File: config.mk
export PLATFORM = sky130hd
export DESIGN_NAME = extint_pin_ctrl
export DESIGN_NICKNAME = d
export VERILOG_FILES = /design/src/rtl/extint_pkg.sv /design/src/rtl/extint_sync.sv /design/src/rtl/extint_detect.sv /design/src/rtl/extint_regs.sv /design/src/rtl/extint_pin_ctrl.sv
export SDC_FILE = /design/constraint.sdc
export NUM_CORES = 1
export LEC_CHECK = 0
export BUFFER_PORTS_ARGS = -buffer_cell sky130_fd_sc_hd__clkbuf_2
export CAP_MARGIN = 5
export CORE_MARGIN = 3
export CORE_UTILIZATION = 43
export DETAILED_ROUTE_END_ITERATION = 16
export PLACE_DENSITY = 0.7
export SLEW_MARGIN = 0
export SYNTH_ARGS = -nofsm -noshare
export SYNTH_HDL_FRONTEND = slang
export SYNTH_HIERARCHICAL = 1
export SYNTH_SLANG_ARGS = --single-unit
File: constraint.sdc
create_clock -name clk -period 2.4 [get_ports clk]
set_input_delay 0.24 -clock clk [delete_from_list [all_inputs] [get_ports clk]]
set_output_delay 0.24 -clock clk [all_outputs]
set_load 0.03 [all_outputs]
File: src/rtl/extint_pkg.sv
package extint_pkg;

  localparam int REG_W = 32;

  localparam int ADDR_SENSE = 0;
  localparam int ADDR_PRIO  = 1;
  localparam int ADDR_SRC   = 2;
  localparam int ADDR_MSET  = 3;
  localparam int ADDR_MCLR  = 4;

  typedef enum logic [2:0] {
    SNS_FALL = 3'd0,
    SNS_RISE = 3'd1,
    SNS_LOW  = 3'd2,
    SNS_HIGH = 3'd3,
    SNS_BOTH = 3'd4
  } sense_e;

  // lowest bit of pin n's field; pin 0 owns the top field
  function automatic int field_lsb(int pin, int fw);
    return REG_W - (pin + 1) * fw;
  endfunction

  // bit of pin n in the one-bit-per-pin registers
  function automatic int pin_bit(int pin, int bw);
    return bw - 1 - pin;
  endfunction

  // bits covered by the fields of np pins
  function automatic logic [REG_W-1:0] field_mask(int np, int fw);
    logic [REG_W-1:0] m;
    m = '0;
    for (int n = 0; n < np; n++)
      for (int b = 0; b < fw; b++)
        m[field_lsb(n, fw) + b] = 1'b1;
    return m;
  endfunction

endpackage

File: src/rtl/extint_sync.sv
module extint_sync #(
  parameter int STAGES = 2
) (
  input  logic clk,
  input  logic rst,
  input  logic pin,
  output logic lvl,
  output logic rise,
  output logic fall
);
  // chain[STAGES-1] is the synchronised level, chain[STAGES] its previous value
  logic [STAGES:0] chain;

  always_ff @(posedge clk) begin
    if (rst) chain <= '0;
    else     chain <= {chain[STAGES-1:0], pin};
  end

  assign lvl  = chain[STAGES-1];
  assign rise = chain[STAGES-1] & ~chain[STAGES];
  assign fall = ~chain[STAGES-1] & chain[STAGES];
endmodule

File: src/rtl/extint_detect.sv
module extint_detect
  import extint_pkg::*;
#(
  parameter int SW = 4
) (
  input  logic [SW-1:0] code,
  input  logic          lvl,
  input  logic          rise,
  input  logic          fall,
  output logic          evt
);
  logic [7:0] wide;

  always_comb begin
    wide = 8'(code);
    evt  = 1'b0;
    if (wide <= 8'd4) begin
      case (sense_e'(wide[2:0]))
        SNS_FALL: evt = fall;
        SNS_RISE: evt = rise;
        SNS_LOW:  evt = ~lvl;
        SNS_HIGH: evt = lvl;
        SNS_BOTH: evt = rise | fall;
        default:  evt = 1'b0;
      endcase
    end
  end
endmodule

File: src/rtl/extint_regs.sv
module extint_regs
  import extint_pkg::*;
#(
  parameter int NP   = 8,
  parameter int SW   = 4,
  parameter int PW   = 4,
  parameter int SRCW = 8,
  parameter int AW   = 3
) (
  input  logic             clk,
  input  logic             rst,
  input  logic             wr_en,
  input  logic             rd_en,
  input  logic [AW-1:0]    addr,
  input  logic [REG_W-1:0] wdata,
  input  logic [NP-1:0]    evt,
  output logic [REG_W-1:0] rdata,
  output logic [NP*SW-1:0] sense_fld,
  output logic [NP-1:0]    prio_on,
  output logic [NP-1:0]    mask_vec,
  output logic [NP-1:0]    pend_vec,
  output logic             src_wr,
  output logic [NP-1:0]    keep_vec,
  output logic [NP-1:0]    mset_vec,
  output logic [NP-1:0]    mclr_vec
);
  localparam logic [REG_W-1:0] SENSE_KEEP = field_mask(NP, SW);
  localparam logic [REG_W-1:0] PRIO_KEEP  = field_mask(NP, PW);

  logic [REG_W-1:0] sense_q, prio_q, rd_mux;
  logic [NP-1:0]    pend_q, mask_q;
  logic [SRCW-1:0]  src_view;
  logic             wr_sense, wr_prio, wr_mset, wr_mclr;

  assign wr_sense = wr_en && (addr == AW'(ADDR_SENSE));
  assign wr_prio  = wr_en && (addr == AW'(ADDR_PRIO));
  assign src_wr   = wr_en && (addr == AW'(ADDR_SRC));
  assign wr_mset  = wr_en && (addr == AW'(ADDR_MSET));
  assign wr_mclr  = wr_en && (addr == AW'(ADDR_MCLR));

  for (genvar n = 0; n < NP; n++) begin : g_pin
    localparam int SB = pin_bit(n, SRCW);
    localparam int SL = field_lsb(n, SW);
    localparam int PL = field_lsb(n, PW);
    assign keep_vec[n] = src_wr ? wdata[SB] : 1'b1;
    assign mset_vec[n] = wr_mset & wdata[SB];
    assign mclr_vec[n] = wr_mclr & wdata[SB];
    assign prio_on[n]  = |prio_q[PL +: PW];
    assign sense_fld[n*SW +: SW] = sense_q[SL +: SW];
    assign src_view[SB] = pend_q[n];
  end

  for (genvar b = NP; b < SRCW; b++) begin : g_unused
    assign src_view[pin_bit(b, SRCW)] = 1'b0;
  end

  always_comb begin
    rd_mux = '0;
    if (addr == AW'(ADDR_SENSE))     rd_mux = sense_q;
    else if (addr == AW'(ADDR_PRIO)) rd_mux = prio_q;
    else if (addr == AW'(ADDR_SRC))  rd_mux = REG_W'(src_view);
  end

  always_ff @(posedge clk) begin
    if (rst) begin
      sense_q <= '0;
      prio_q  <= '0;
      pend_q  <= '0;
      mask_q  <= '1;
      rdata   <= '0;
    end else begin
      if (wr_sense) sense_q <= wdata & SENSE_KEEP;
      if (wr_prio)  prio_q  <= wdata & PRIO_KEEP;
      pend_q <= (pend_q & keep_vec) | evt;
      mask_q <= (mask_q & ~mclr_vec) | mset_vec;
      if (rd_en) rdata <= rd_mux;
    end
  end

  assign mask_vec = mask_q;
  assign pend_vec = pend_q;
endmodule

File: src/rtl/extint_pin_ctrl.sv
module extint_pin_ctrl
  import extint_pkg::*;
#(
  parameter int NUM_PINS = 8,
  parameter int SENSE_W  = 4,
  parameter int PRIO_W   = 4,
  parameter int SRC_W    = 8,
  parameter int ADDR_W   = 3,
  parameter int SYNC_N   = 2
) (
  input  logic              clk,
  input  logic              rst,
  input  logic              bus_wr_en,
  input  logic              bus_rd_en,
  input  logic [ADDR_W-1:0] bus_addr,
  input  logic [REG_W-1:0]  bus_wdata,
  output logic [REG_W-1:0]  bus_rdata,
  input  logic [NUM_PINS-1:0] pin_in,
  output logic [NUM_PINS-1:0] irq_out,
  output logic              irq_any
);
  logic [NUM_PINS*SENSE_W-1:0] sense_fld;
  logic [NUM_PINS-1:0] evt_vec, prio_on, mask_vec, pend_vec;
  logic [NUM_PINS-1:0] keep_vec, mset_vec, mclr_vec;
  logic                src_wr;

  for (genvar n = 0; n < NUM_PINS; n++) begin : g_pin
    logic lvl, rise, fall;
    extint_sync #(.STAGES(SYNC_N)) u_sync (
      .clk(clk), .rst(rst), .pin(pin_in[n]),
      .lvl(lvl), .rise(rise), .fall(fall)
    );
    extint_detect #(.SW(SENSE_W)) u_det (
      .code(sense_fld[n*SENSE_W +: SENSE_W]),
      .lvl(lvl), .rise(rise), .fall(fall), .evt(evt_vec[n])
    );
  end

  extint_regs #(
    .NP(NUM_PINS), .SW(SENSE_W), .PW(PRIO_W), .SRCW(SRC_W), .AW(ADDR_W)
  ) u_regs (
    .clk(clk), .rst(rst),
    .wr_en(bus_wr_en), .rd_en(bus_rd_en), .addr(bus_addr), .wdata(bus_wdata),
    .evt(evt_vec), .rdata(bus_rdata),
    .sense_fld(sense_fld), .prio_on(prio_on), .mask_vec(mask_vec),
    .pend_vec(pend_vec), .src_wr(src_wr), .keep_vec(keep_vec),
    .mset_vec(mset_vec), .mclr_vec(mclr_vec)
  );

  assign irq_out = pend_vec & ~mask_vec & prio_on;
  assign irq_any = |irq_out;
endmodule

==> run_summary.xml <==
<?xml version="1.0" encoding="UTF-8"?>
<metrics>
  <group name="cts">
    <metric name="cts_hold_buffers" unit="">0</metric>
    <metric name="cts-root-to-sink-buffers" unit="">2</metric>
    <metric name="cts-buffers-inserted" unit="">17</metric>
    <metric name="clkTransAtPathRegs" unit="ns">0.06</metric>
    <metric name="clock_insertion_delay_worst_skew" unit="ns">0.42</metric>
    <metric name="clock_tree_from_tritoncts" unit="">done</metric>
    <metric name="clk_root_buffer_cell" unit="">sky130_fd_sc_hd__clkbuf_16</metric>
    <metric name="clock_sinks" unit="">136</metric>
    <metric name="cts.htree.levels" unit="">4</metric>
  </group>
  <group name="synthesis">
    <metric name="synth_nets" unit="">721</metric>
    <metric name="synth.cell_area" unit="µm²">5709</metric>
    <metric name="synth_cells" unit="">674</metric>
    <metric name="postSynthAreaPerCell" unit="µm²">8.471</metric>
    <metric name="ys.warnings.count" unit="">6</metric>
  </group>
  <group name="floorplan">
    <metric name="area_of_the_die" unit="µm²">14700</metric>
    <metric name="row_count" unit="">41</metric>
    <metric name="vert_die_dim" unit="µm">121.2</metric>
    <metric name="horiz_die_dim" unit="µm">121.2</metric>
    <metric name="initial_core_util" unit="%">44.52</metric>
    <metric name="floorplan.io_pins" unit="">88</metric>
    <metric name="coreArea" unit="µm²">12820</metric>
  </group>
  <group name="critical_path">
    <metric name="timing_worst_setup_path_type" unit="">register to primary output</metric>
    <metric name="worst_r2r_startpoint" unit="">g_pin[4].u_sync/chain[1]$_SDFF_PP0_</metric>
    <metric name="cells_along_the_critical_path" unit="">or4_1 &gt; nand3b_1 &gt; nand4_1 &gt; or4_4 &gt; buf_8</metric>
    <metric name="crit_path_max_incr_delay" unit="ns">0.53</metric>
    <metric name="worst_setup_path_end_kind" unit="">primary output</metric>
    <metric name="worst_setup_path_startpoint" unit="">u_regs/prio_q[30]$_SDFFE_PP0P_</metric>
    <metric name="cp_slowest_cell" unit="">sky130_fd_sc_hd__or4_1</metric>
    <metric name="cp_data_arrival_time" unit="ns">2.20</metric>
    <metric name="worstPathMaxFanout" unit="">3</metric>
    <metric name="crit_required" unit="ns">2.16</metric>
    <metric name="critPathLaunchType" unit="">register</metric>
  </group>
  <group name="global_route">
    <metric name="first_pass_grt_wire_length" unit="µm">23940</metric>
    <metric name="grt_pass1_vias" unit="">4831</metric>
    <metric name="number_of_antenna_violations_at_the_first_check_in_global_routing" unit="">0</metric>
    <metric name="grt_overflow_total" unit="">0</metric>
    <metric name="groute.usage.overall" unit="%">20.97</metric>
    <metric name="grt_max_degree" unit="">83</metric>
  </group>
  <group name="hold_path">
    <metric name="worst_hold_startpoint" unit="">pin_in[0]</metric>
    <metric name="holdCritPathClass" unit="">input pin to register</metric>
  </group>
  <group name="drt">
    <metric name="number_of_violations_reported_at_the_end_of_detailed_routing_iteration_0" unit="">439</metric>
    <metric name="dr_wl_cell" unit="µm">16.14</metric>
    <metric name="detailedRoute.firstPassIterationCount" unit="">5</metric>
    <metric name="detailroute.via_count" unit="">5020</metric>
    <metric name="drt_drc_violations_left" unit="">0</metric>
    <metric name="drtAntennaViolNets" unit="">0</metric>
    <metric name="totalWireLength" unit="µm">15060</metric>
    <metric name="vias_per_cell" unit="">5.380</metric>
  </group>
  <group name="placed_design">
    <metric name="routabilityCongestion" unit="">0.8875</metric>
    <metric name="post-place-cells" unit="">901</metric>
    <metric name="numPortBuffers" unit="">87</metric>
    <metric name="detailedPlace.worstSlack" unit="ns">0.3451</metric>
    <metric name="detailedPlacementHpwl" unit="µm">10480</metric>
  </group>
  <group name="timing">
    <metric name="final_critical_path_setup_slack" unit="ns">-0.03661</metric>
    <metric name="final_hold_viol_count" unit="">0</metric>
    <metric name="clock.fmax" unit="MHz">410.4</metric>
    <metric name="post-route-period-util" unit="%">101.5</metric>
    <metric name="final_clock_skew" unit="ns">0.005436</metric>
    <metric name="final.min_clock_period" unit="ns">2.437</metric>
    <metric name="max_slew.worst_pin.slew" unit="ns">0.8126</metric>
    <metric name="slew_violations" unit="">0</metric>
    <metric name="final-setup-viol-count" unit="">1</metric>
    <metric name="slew-limit-headroom" unit="%">45.82</metric>
    <metric name="rsz0062_at_grt" unit="">true</metric>
  </group>
  <group name="status">
    <metric name="violations" unit="">setup timing</metric>
    <metric name="run_status" unit="">finished, violations left</metric>
  </group>
  <group name="pwr">
    <metric name="post-layout-total-power" unit="W">0.005200</metric>
    <metric name="power-per-cell-area" unit="nW/µm²">766.3</metric>
    <metric name="power.static_leakage" unit="nW">2.545</metric>
    <metric name="ir_worst_vdd" unit="V">0.0003977</metric>
  </group>
  <group name="layout">
    <metric name="fillerInstances" unit="">1203</metric>
    <metric name="n_antenna_cell" unit="">0</metric>
    <metric name="drive_above_1_share" unit="%">19.58</metric>
    <metric name="layout-area-overhead-vs-synth" unit="%">18.85</metric>
    <metric name="layout.nets" unit="">796</metric>
    <metric name="final_cells" unit="">933</metric>
  </group>
  <group name="run">
    <metric name="drv_cap" unit="">0</metric>
  </group>
</metrics>
[flip-flops by register name, indices dropped and copies added (netlist names)]
| register | cells |
|---|---|
| u_regs/mask_vec | 8 |
| u_regs/pend_vec | 8 |
| g_pin.u_sync/chain | 24 |
| u_regs/sense_q | 32 |
| u_regs/prio_q | 32 |
| u_regs/rdata | 32 |
[what timing repair did]
item                                    CTS  global route
endpoints found under the setup margin    1             1
endpoints found under the hold margin     0             0
pin swaps                                 1             3
buffers inserted                          1             0
gates resized for setup                   3             4
gates cloned                              0             0
[report_power, final]
group	internal, W	total [W]	switching (W)
registers	0.00233	0.00238	0.0000523
logic	0.000139	0.000391	0.000252
clock network	0.00146	0.00242	0.000960
[metal layers]
metal  global-route usage (%)  vias to the layer above  part of all wire [%]
li1                         -                     2452                     -
met1                    27.31                     2345                    45
met2                    33.28                      196                    46
met3                    6.107                       27                   7.9
met4                    7.353                        0                   1.8
met5                        0                        -                     0
[cell usage in the layout (no fill, tap or decap), drive strengths merged, types with 24 or more instances in the layout]
master    n
a211oi   24
a21oi    81
a22oi    24
clkbuf  104
dfxtp   136
inv      36
nand2   140
nor2     37
nor2b    41
[final timing paths]
check,cells after the start,slack (ns),to
max,5,-0.04,irq_any
max reg2reg,6,1.09,u_regs/pend_vec[4]$_SDFF_PP0_
min,2,0.03,g_pin[0].u_sync/chain[0]$_SDFF_PP0_
min reg2reg,1,0.43,g_pin[5].u_sync/chain[1]$_SDFF_PP0_
[critical path: cells and delay by family (launching register included)]
family / cells / cell delay [ns]
buffers and inverters: 1 / 0.16
flip-flops: 1 / 0.32
AND/OR/NAND/NOR: 4 / 1.31
[layout make-up]
class | instances | area, µm² | area share (%)
tap | 172 | 215.2 | 3.172
sequential | 136 | 2726 | 40.18
clock buffer | 19 | 452.9 | 6.675
inverter | 35 | 131.4 | 1.936
timing repair buffer | 100 | 545.5 | 8.040
clock inverter | 12 | 102.6 | 1.512
multi-input combinational | 459 | 2611 | 38.48
[through the flow]
stage	setup TNS [ns]	utilization (%)	instance area [µm²]	hold slack (ns)
final	-0.03661	52.91	6785	0.02553
after CTS	-0.05122	52.87	6780	0.01093
after detailed placement	0	48.38	6205	0.4254
after global routing	-0.09475	52.91	6785	0.02241
after global placement	0	48.38	6205	0.4182
after floorplan	0	-	5709	0.3116
(Power assumes the default switching activity.)
